==> config.mk <==
export PLATFORM = sky130hd
export DESIGN_NAME = agc_sync_ctrl
export DESIGN_NICKNAME = d
export VERILOG_FILES = /design/src/rtl/agc_sync_pkg.sv /design/src/rtl/agc_pin_edge.sv /design/src/rtl/agc_holdoff.sv /design/src/rtl/agc_sync_gate.sv /design/src/rtl/agc_sync_ctrl.sv
export SDC_FILE = /design/constraint.sdc
export NUM_CORES = 1
export LEC_CHECK = 0
export BUFFER_PORTS_ARGS = -buffer_cell sky130_fd_sc_hd__buf_4
export CELL_PAD_IN_SITES_DETAIL_PLACEMENT = 1
export CELL_PAD_IN_SITES_GLOBAL_PLACEMENT = 2
export CORE_ASPECT_RATIO = 1.4
export CORE_MARGIN = 8
export CORE_UTILIZATION = 33
export CTS_BUF_LIST = sky130_fd_sc_hd__clkbuf_8 sky130_fd_sc_hd__clkbuf_16
export DETAILED_ROUTE_END_ITERATION = 10
export GPL_TIMING_DRIVEN = 0
export PLACE_DENSITY = 0.77
export SYNTH_ARGS = -nofsm -noshare
export SYNTH_HDL_FRONTEND = slang
export SYNTH_SLANG_ARGS = --single-unit
==> constraint.sdc <==
create_clock -name clk_i -period 2.4 [get_ports clk_i]
set_clock_uncertainty 0.05 [all_clocks]
set_input_delay 0.12 -clock clk_i [delete_from_list [all_inputs] [get_ports clk_i]]
set_output_delay 0.12 -clock clk_i [all_outputs]
set_load 0.05 [all_outputs]
==> src/rtl/agc_sync_pkg.sv <==
package agc_sync_pkg;
  typedef struct packed {
    logic sync_now;
    logic init_on_sync;
    logic ign_repeat;
    logic bypass;
  } agc_ctrl_t;
  localparam int unsigned CTRL_W = $bits(agc_ctrl_t);
endpackage

==> src/rtl/agc_pin_edge.sv <==
module agc_pin_edge #(
  parameter int unsigned STAGES = 2
) (
  input  logic clk_i,
  input  logic rst_ni,
  input  logic pin_i,
  output logic rise_o
);
  logic [STAGES-1:0] sync_q;
  logic              last_q;

  for (genvar gi = 0; gi < STAGES; gi++) begin : g_sync
    if (gi == 0) begin : g_first
      always_ff @(posedge clk_i or negedge rst_ni)
        if (!rst_ni) sync_q[0] <= 1'b0;
        else         sync_q[0] <= pin_i;
    end else begin : g_next
      always_ff @(posedge clk_i or negedge rst_ni)
        if (!rst_ni) sync_q[gi] <= 1'b0;
        else         sync_q[gi] <= sync_q[gi-1];
    end
  end

  always_ff @(posedge clk_i or negedge rst_ni)
    if (!rst_ni) last_q <= 1'b0;
    else         last_q <= sync_q[STAGES-1];

  assign rise_o = sync_q[STAGES-1] & ~last_q;

  assert_rise_once_R1: assert property (@(posedge clk_i) disable iff (!rst_ni)
    rise_o |=> !rise_o);
endmodule

==> src/rtl/agc_holdoff.sv <==
module agc_holdoff #(
  parameter int unsigned CNT_W = 16
) (
  input  logic             clk_i,
  input  logic             rst_ni,
  input  logic             load_i,
  input  logic [CNT_W-1:0] load_val_i,
  input  logic             cancel_i,
  output logic             expire_o
);
  localparam logic [CNT_W-1:0] ONE = CNT_W'(1);

  logic [CNT_W-1:0] cnt_q;

  always_ff @(posedge clk_i or negedge rst_ni) begin
    if (!rst_ni)               cnt_q <= '0;
    else if (cancel_i)         cnt_q <= '0;
    else if (load_i)           cnt_q <= load_val_i;
    else if (cnt_q != '0)      cnt_q <= cnt_q - ONE;
  end

  // a reload on the last count wins over the expiry
  assign expire_o = (cnt_q == ONE) && !load_i && !cancel_i;

  assert_reload_R2: assert property (@(posedge clk_i) disable iff (!rst_ni)
    (load_i && !cancel_i) |=> (cnt_q == $past(load_val_i)));
  assert_nonzero_load_R3: assert property (@(posedge clk_i) disable iff (!rst_ni)
    load_i |-> (load_val_i != '0));
  assert_count_down_R1: assert property (@(posedge clk_i) disable iff (!rst_ni)
    (!load_i && !cancel_i && cnt_q != '0) |=> (cnt_q == $past(cnt_q) - ONE));
  assert_cancel_R4: assert property (@(posedge clk_i) disable iff (!rst_ni)
    cancel_i |=> (cnt_q == '0));
endmodule

==> src/rtl/agc_sync_gate.sv <==
module agc_sync_gate
  import agc_sync_pkg::*;
#(
  parameter int unsigned CNT_W = 16
) (
  input  logic             clk_i,
  input  logic             rst_ni,
  input  logic             ctrl_wr_i,
  input  agc_ctrl_t        ctrl_wdata_i,
  input  logic [CNT_W-1:0] holdoff_i,
  input  logic             rise_i,
  output logic             sync_now_o,
  output logic             pin_ok_o,
  output logic             init_sel_o,
  output logic             bypass_o
);
  logic byp_q, ign_q, init_q, latch_q;
  logic rearm;

  assign sync_now_o = ctrl_wr_i & ctrl_wdata_i.sync_now;
  assign rearm      = ctrl_wr_i & ign_q & ~ctrl_wdata_i.ign_repeat;
  assign pin_ok_o   = rise_i && (holdoff_i != '0) && !(ign_q && latch_q) && !sync_now_o;
  assign init_sel_o = sync_now_o ? ctrl_wdata_i.init_on_sync : init_q;
  assign bypass_o   = byp_q;

  always_ff @(posedge clk_i or negedge rst_ni) begin
    if (!rst_ni) begin
      byp_q  <= 1'b0;
      ign_q  <= 1'b0;
      init_q <= 1'b0;
    end else if (ctrl_wr_i) begin
      byp_q  <= ctrl_wdata_i.bypass;
      ign_q  <= ctrl_wdata_i.ign_repeat;
      init_q <= ctrl_wdata_i.init_on_sync;
    end
  end

  always_ff @(posedge clk_i or negedge rst_ni) begin
    if (!rst_ni)                 latch_q <= 1'b0;
    else if (rearm)              latch_q <= 1'b0;
    else if (pin_ok_o && ign_q)  latch_q <= 1'b1;
  end

  assert_ignore_R8: assert property (@(posedge clk_i) disable iff (!rst_ni)
    (ign_q && latch_q) |-> !pin_ok_o);
  assert_rearm_R9: assert property (@(posedge clk_i) disable iff (!rst_ni)
    rearm |=> !latch_q);
endmodule

==> src/rtl/agc_sync_ctrl.sv <==
module agc_sync_ctrl
  import agc_sync_pkg::*;
#(
  parameter int unsigned CNT_W       = 16,
  parameter int unsigned SYNC_STAGES = 2
) (
  input  logic             clk_i,
  input  logic             rst_ni,
  input  logic             ctrl_wr_i,
  input  logic [3:0]       ctrl_wdata_i,
  input  logic [CNT_W-1:0] holdoff_i,
  input  logic             pin_sync_i,
  output logic             update_o,
  output logic             clear_o,
  output logic             load_o,
  output logic             bypass_o
);
  agc_ctrl_t wdata;
  logic rise, sync_now, pin_ok, init_sel, expire, fire;
  logic upd_q, clr_q, ld_q;

  assign wdata = agc_ctrl_t'(ctrl_wdata_i);

  agc_pin_edge #(.STAGES(SYNC_STAGES)) u_edge (
    .clk_i (clk_i), .rst_ni(rst_ni), .pin_i(pin_sync_i), .rise_o(rise)
  );

  agc_sync_gate #(.CNT_W(CNT_W)) u_gate (
    .clk_i       (clk_i),
    .rst_ni      (rst_ni),
    .ctrl_wr_i   (ctrl_wr_i),
    .ctrl_wdata_i(wdata),
    .holdoff_i   (holdoff_i),
    .rise_i      (rise),
    .sync_now_o  (sync_now),
    .pin_ok_o    (pin_ok),
    .init_sel_o  (init_sel),
    .bypass_o    (bypass_o)
  );

  agc_holdoff #(.CNT_W(CNT_W)) u_cnt (
    .clk_i     (clk_i),
    .rst_ni    (rst_ni),
    .load_i    (pin_ok),
    .load_val_i(holdoff_i),
    .cancel_i  (sync_now),
    .expire_o  (expire)
  );

  assign fire = sync_now | expire;

  always_ff @(posedge clk_i or negedge rst_ni) begin
    if (!rst_ni) begin
      upd_q <= 1'b0;
      clr_q <= 1'b0;
      ld_q  <= 1'b0;
    end else begin
      upd_q <= fire;
      clr_q <= fire & init_sel;
      ld_q  <= fire & init_sel;
    end
  end

  assign update_o = upd_q;
  assign clear_o  = clr_q;
  assign load_o   = ld_q;

  assert_init_pair_R6: assert property (@(posedge clk_i) disable iff (!rst_ni)
    clear_o |-> (load_o && update_o));
  assert_sync_now_R4: assert property (@(posedge clk_i) disable iff (!rst_ni)
    sync_now |=> update_o);
  assert_bypass_R10: assert property (@(posedge clk_i) disable iff (!rst_ni)
    ctrl_wr_i |=> (bypass_o == $past(ctrl_wdata_i[0])));
endmodule

After elaboration in Yosys (flattened, before gate mapping)
Cells that the tools add are included.
Widths: inputs -> output; s select.
Storage, ports and cells
  bits in registers: 25
  logic and storage cells: 40
  output and inout bits: 4
Operators by class
  reductions and logical operators: 14
  $add $sub $neg: 1
  muxes and demuxes: 6
  bitwise logic cells: 8
  equality and inequality tests: 1
Operators by type and width (number)
  $mux 16: 3
  $reduce_bool 16->1: 2
  $eq 16x1->1 const B: 1
  $sub 16x1->16 const B: 1
  $logic_and 1x1->1: 7
  $and 1x1->1: 5
  $logic_not 1->1: 3
  $mux 1: 3
  $reduce_bool 3->1: 1
  $not 1->1: 2
  $reduce_bool 2->1: 1
  $or 1x1->1: 1

Logic depth before layout (Yosys ltp)
  depth in word-level cells: 10
  mapped depth: 8
  mapped depth without buffers: 7

Hierarchy
A second synthesis with hierarchy kept.
Second synthesis, totals
  cell total of the unflattened synthesis: 137
  area total of the unflattened synthesis: 1512.7 µm²
By module, submodules not included
  agc_holdoff: times used 1, area an instance 1112.3 µm², seq. area each 400.4 µm², cells each 107
  agc_sync_gate: times used 1, area an instance 240.2 µm², seq. area each 100.1 µm², cells each 21
  agc_pin_edge: times used 1, area an instance 88.8 µm², seq. area each 75.1 µm², cells each 4
  agc_sync_ctrl: times used 1, area an instance 71.3 µm², seq. area each 50.0 µm², cells each 5

Worst setup path before layout
Ideal clock, no wire load.
  path kind: register to register
  from: reg u_cnt.cnt_q[0]
  to: reg u_cnt.cnt_q[12]
  setup time: 129 ps
  path buffers: 0
  data required time: 2221 ps
  stages on the path, launching flop included: 8
  arrival: 1590 ps
  period minus slack after synthesis: 1769 ps
  path slack: 631 ps
  cell sequence: dfrtp_1 > inv_1 > ha_1 > nor3b_4 > nand3_1 > nor3_1 > mux2i_1 > a211oi_1
Between the ends
  longest elaborated chain between the ends: 4
RTL lines
  start: declaration: line agc_holdoff.sv:13  | logic [CNT_W-1:0] cnt_q;
  start signal: assignment: line agc_holdoff.sv:18  | else if (load_i) cnt_q <= load_val_i;
  start signal: assignment: line agc_holdoff.sv:19  | else if (cnt_q != '0) cnt_q <= cnt_q - ONE;
  $sub 16x1->16: line agc_holdoff.sv:19
  $mux 16: line agc_holdoff.sv:19
  $mux 16: line agc_holdoff.sv:18
  $mux 16: line agc_holdoff.sv:17  | else if (cancel_i) cnt_q <= '0;
Parallel ways exist; a longest one is shown, timed or not. The select of a mux whose other input is x is not followed.
A chain may end at the register's enable or synchronous reset.

Worst setup path in the final report
  from: reg u_cnt.cnt_q[0]
  to: reg u_cnt.cnt_q[0]
Same word-level chain as after synthesis.

==> metrics.json <==
{
  "layout": {
    "areaGrowthSynthToFinish_pct": 24.2,
    "antennaDiodeCount": 0,
    "final.fill_count": 491,
    "final_design_area_no_fill_um2": 1740,
    "utilization_after_layout_pct": 41.7,
    "drive_gt1_share_pct": 27.4,
    "finalNetCount": 202
  },
  "drt": {
    "drt_first_iter_violations": 34,
    "met3RoutedLength_um": 244,
    "top_sig_layer": "met4",
    "wire_length_on_met1_um": 1580,
    "detail_route.first_pass.iterations": 4,
    "vias": 1233,
    "avgRoutedWirePerCell_um": 18.6,
    "routed_via_density": 5.60,
    "drcViolationCount": 0,
    "drt.antenna.violating_nets": 0,
    "met2_wirelength_um": 2170,
    "routed_wirelength_um": 4080
  },
  "worst_setup_path": {
    "required_ps": 2540,
    "startpoint_type": "register",
    "worstPathArrival_ps": 2210,
    "criticalPathCategory": "reg -> reg",
    "worst_setup_path_end_kind": "register",
    "path_max_fanout": 9
  },
  "timing": {
    "period_share_pct": 86.5,
    "max-slew-margin-rel_pct": 60.9,
    "timing.final.hold_violations": 0,
    "unrepaired_setup_endpoints_after_global_routing": "no",
    "timing_worst_slew_pin_value_ps": 581,
    "drv_slew": 0,
    "achievable-frequency_mhz": 482,
    "setup_total_negative_slack_ps": 0,
    "setup_viol": 0,
    "final.min_clock_period_ps": 2080
  },
  "clock_tree": {
    "cts_root_buffer": "clkbuf_8",
    "clock_insertion_delay_worst_skew_ps": 270,
    "cts.reportedPaths.clkPinSlew_ps": 90,
    "total_clock_buffers_created_by_cts": 3,
    "htree_num_levels": 1,
    "clockBufferDepth": 2,
    "tritoncts": "done",
    "clkSinkCount": 25
  },
  "floorplanning": {
    "x_dimension_of_the_die_um": 71.0,
    "dieArea_um2": 6610,
    "start_util_pct": 33.6,
    "rows": 28,
    "floorplan.io_pins": 28,
    "core_region_area_um2": 4170,
    "die-height_um": 93.0
  },
  "global_route": {
    "grt_start_max_net_pins": 26,
    "first_global_vias": 1424,
    "grt_pass1_wl_um": 6920,
    "grt.total_usage_pct": 13.2,
    "grt_antenna_before_repair": 0,
    "overflow": 0
  },
  "synthesis": {
    "synth.distinct_cells": 37,
    "synthesized_netlist_net_count": 166,
    "ys_ff_latch": 25,
    "cell_count_after_synthesis": 140,
    "count_of_flip_flops_with_a_built_in_enable_after_synthesis": 0,
    "synth.yosys.warnings": 0,
    "postSynth.asyncResetShare_pct": 100,
    "synth.cell_area_um2": 1400,
    "synth-main-ff-cell": "dfrtp_1",
    "postSynthAreaPerCell_um2": 9.99,
    "synth-seq-area-share_pct": 44.7
  },
  "power_and_ir_drop": {
    "internal_power_w": 0.000925,
    "peakVddDrop_mv": 0.356,
    "p_comb_share_pct": 38.6,
    "seq_power_share_pct": 45.2,
    "power_switching_w": 0.000623,
    "cellPowerDensity_nw_per_um2": 891,
    "netSwitchingFraction_pct": 40.2,
    "p_leak_nw": 0.760,
    "clock_power_share_pct": 16.2
  },
  "placement": {
    "detailed_place_hpwl_um": 3160,
    "placement.cell_area_um2": 1660,
    "placement.io_buffers": 27,
    "gp_congestion": 0.764
  },
  "min_path": {
    "min_path_type": "in -> reg"
  },
  "status": {
    "outcome": "complete, no violations"
  },
  "job": {
    "cap_viol_max_count": 0
  }
}
-- synthesized netlist by cell type (2+ instances only) --
cell type / instances / area share, %
dfrtp_1: 25 / 45
nand2_1: 17 / 4.6
nor2_1: 12 / 3.2
o21ai_0: 10 / 3.6
a21oi_1: 7 / 2.5
nand4_1: 5 / 2.2
nor4_1: 5 / 2.2
xor2_1: 5 / 3.1
inv_1: 4 / 1.1
mux2_2: 4 / 3.2
nor3_1: 4 / 1.4
a211oi_1: 3 / 1.6
mux2i_1: 3 / 2.1
nand3_1: 3 / 1.1
o31ai_1: 3 / 1.6
xnor2_1: 3 / 1.9
a32oi_1: 2 / 1.3
and2_1: 2 / 0.89
buf_2: 2 / 0.72
buf_4: 2 / 1.1
ha_1: 2 / 1.8
nor4_4: 2 / 3.0
-- timing repair --
action                                  4_1_cts  5_1_grt
hold buffers                                  2        0
buffers inserted                              0        2
endpoints found under the setup margin        0        3
hold endpoints to repair                     26        0
resized for setup                             0        0
-- path summary, 6_finish.rpt --
kind	start	end	slack [ps]	cells past startpoint
max	u_cnt.cnt_q[0]	u_cnt.cnt_q[0]	320	7
min	holdoff_i[0]	u_cnt.cnt_q[0]	6	3
max reg2reg	u_cnt.cnt_q[0]	u_cnt.cnt_q[0]	320	7
min reg2reg	u_edge.sync_q[0]	u_edge.sync_q[1]	310	0
max in group asynchronous	rst_ni	u_cnt.cnt_q[9]	1790	2
min in group asynchronous	rst_ni	u_cnt.cnt_q[13]	240	2
-- metal layers --
| metal | vias to the layer above | track usage [%] |
|---|---|---|
| li1 | 576 | - |
| met1 | 621 | 13.9 |
| met2 | 29 | 24.4 |
| met3 | 7 | 3.43 |
| met4 | 0 | 5.23 |
| met5 | - | 0 |
-- power by group through the flow --
stage / logic (W) / registers (W) / clock network (W)
floorplan: 0.000426 / 0.000687 / 0
global placement: 0.000573 / 0.000695 / 0
detailed placement: 0.000596 / 0.000709 / 0
CTS: 0.000605 / 0.000700 / 0.000261
global route: 0.000674 / 0.000716 / 0.000270
finish: 0.000597 / 0.000700 / 0.000251
-- cell usage in the layout, fill, tap and decap left out, drive strengths merged, types with 2 or more instances in the layout --
| cell type | n |
|---|---|
| buf | 34 |
| dfrtp | 25 |
| nand2 | 17 |
| nor2 | 12 |
| o21ai | 11 |
| nor4 | 8 |
| a21oi | 7 |
| inv | 5 |
| nand4 | 5 |
| xor2 | 5 |
| nor3 | 4 |
| mux2 | 4 |
| nand3 | 4 |
| a211oi | 3 |
| mux2i | 3 |
| xnor2 | 3 |
| o31ai | 3 |
| clkbuf | 3 |
| and2 | 2 |
| a32oi | 2 |
| ha | 2 |
| dlygate4sd3 | 2 |
| nor3b | 2 |
-- critical path, cell delays in order, from the launching register on --
cell and delay, ps:
dfrtp_1 470, inv_1 90, ha_1 190, nor3b_4 420
nand4_1 230, buf_4 230, xnor2_1 120, o31ai_1 180
-- logic make-up (layout without fill, tap and decap cells) --
family	Yosys count	after routing	share of synthesized area [%]
AO/OA/AOI/OAI	30	30	14.8
XOR/XNOR	8	8	5.01
adder cells (fa/ha/maj)	2	2	1.79
buffers and inverters	9	44	3.67
flip-flops	25	25	44.7
multiplexers	7	7	5.37
AND/OR/NAND/NOR	59	59	24.6
-- cell type report --
cell class                      count  area [um^2]  area share (%)
Buffer                              5         36.3            2.09
Clock buffer                        3         41.3            2.38
Clock inverter                      1         3.75           0.216
Inverter                            4         15.0           0.864
Multi-Input combinational cell    106          722            41.5
Sequential cell                    25          626            36.0
Tap cell                           45         56.3            3.24
Timing Repair Buffer               31          238            13.7
-- state kept, by name, summed over array words and instances, names as in the netlist --
signal and count:
u_cnt.cnt_q 16, u_edge.sync_q 2, load_o 1, u_edge.last_q 1, u_gate.bypass_o 1, u_gate.ign_q 1, u_gate.init_q 1, u_gate.latch_q 1
update_o 1
-- metrics by stage --
step	hold WS (ps)	worst slack [ps]	total power [W]	std cells
after floorplan	-226	631	0.00111	140
after global placement	-2.39	175	0.00127	212
after detailed placement	6.17	133	0.00130	212
after CTS	6.13	85.7	0.00157	218
after global routing	24.6	171	0.00166	220
final	5.81	324	0.00155	220
Power figures use the tool's default switching activity.
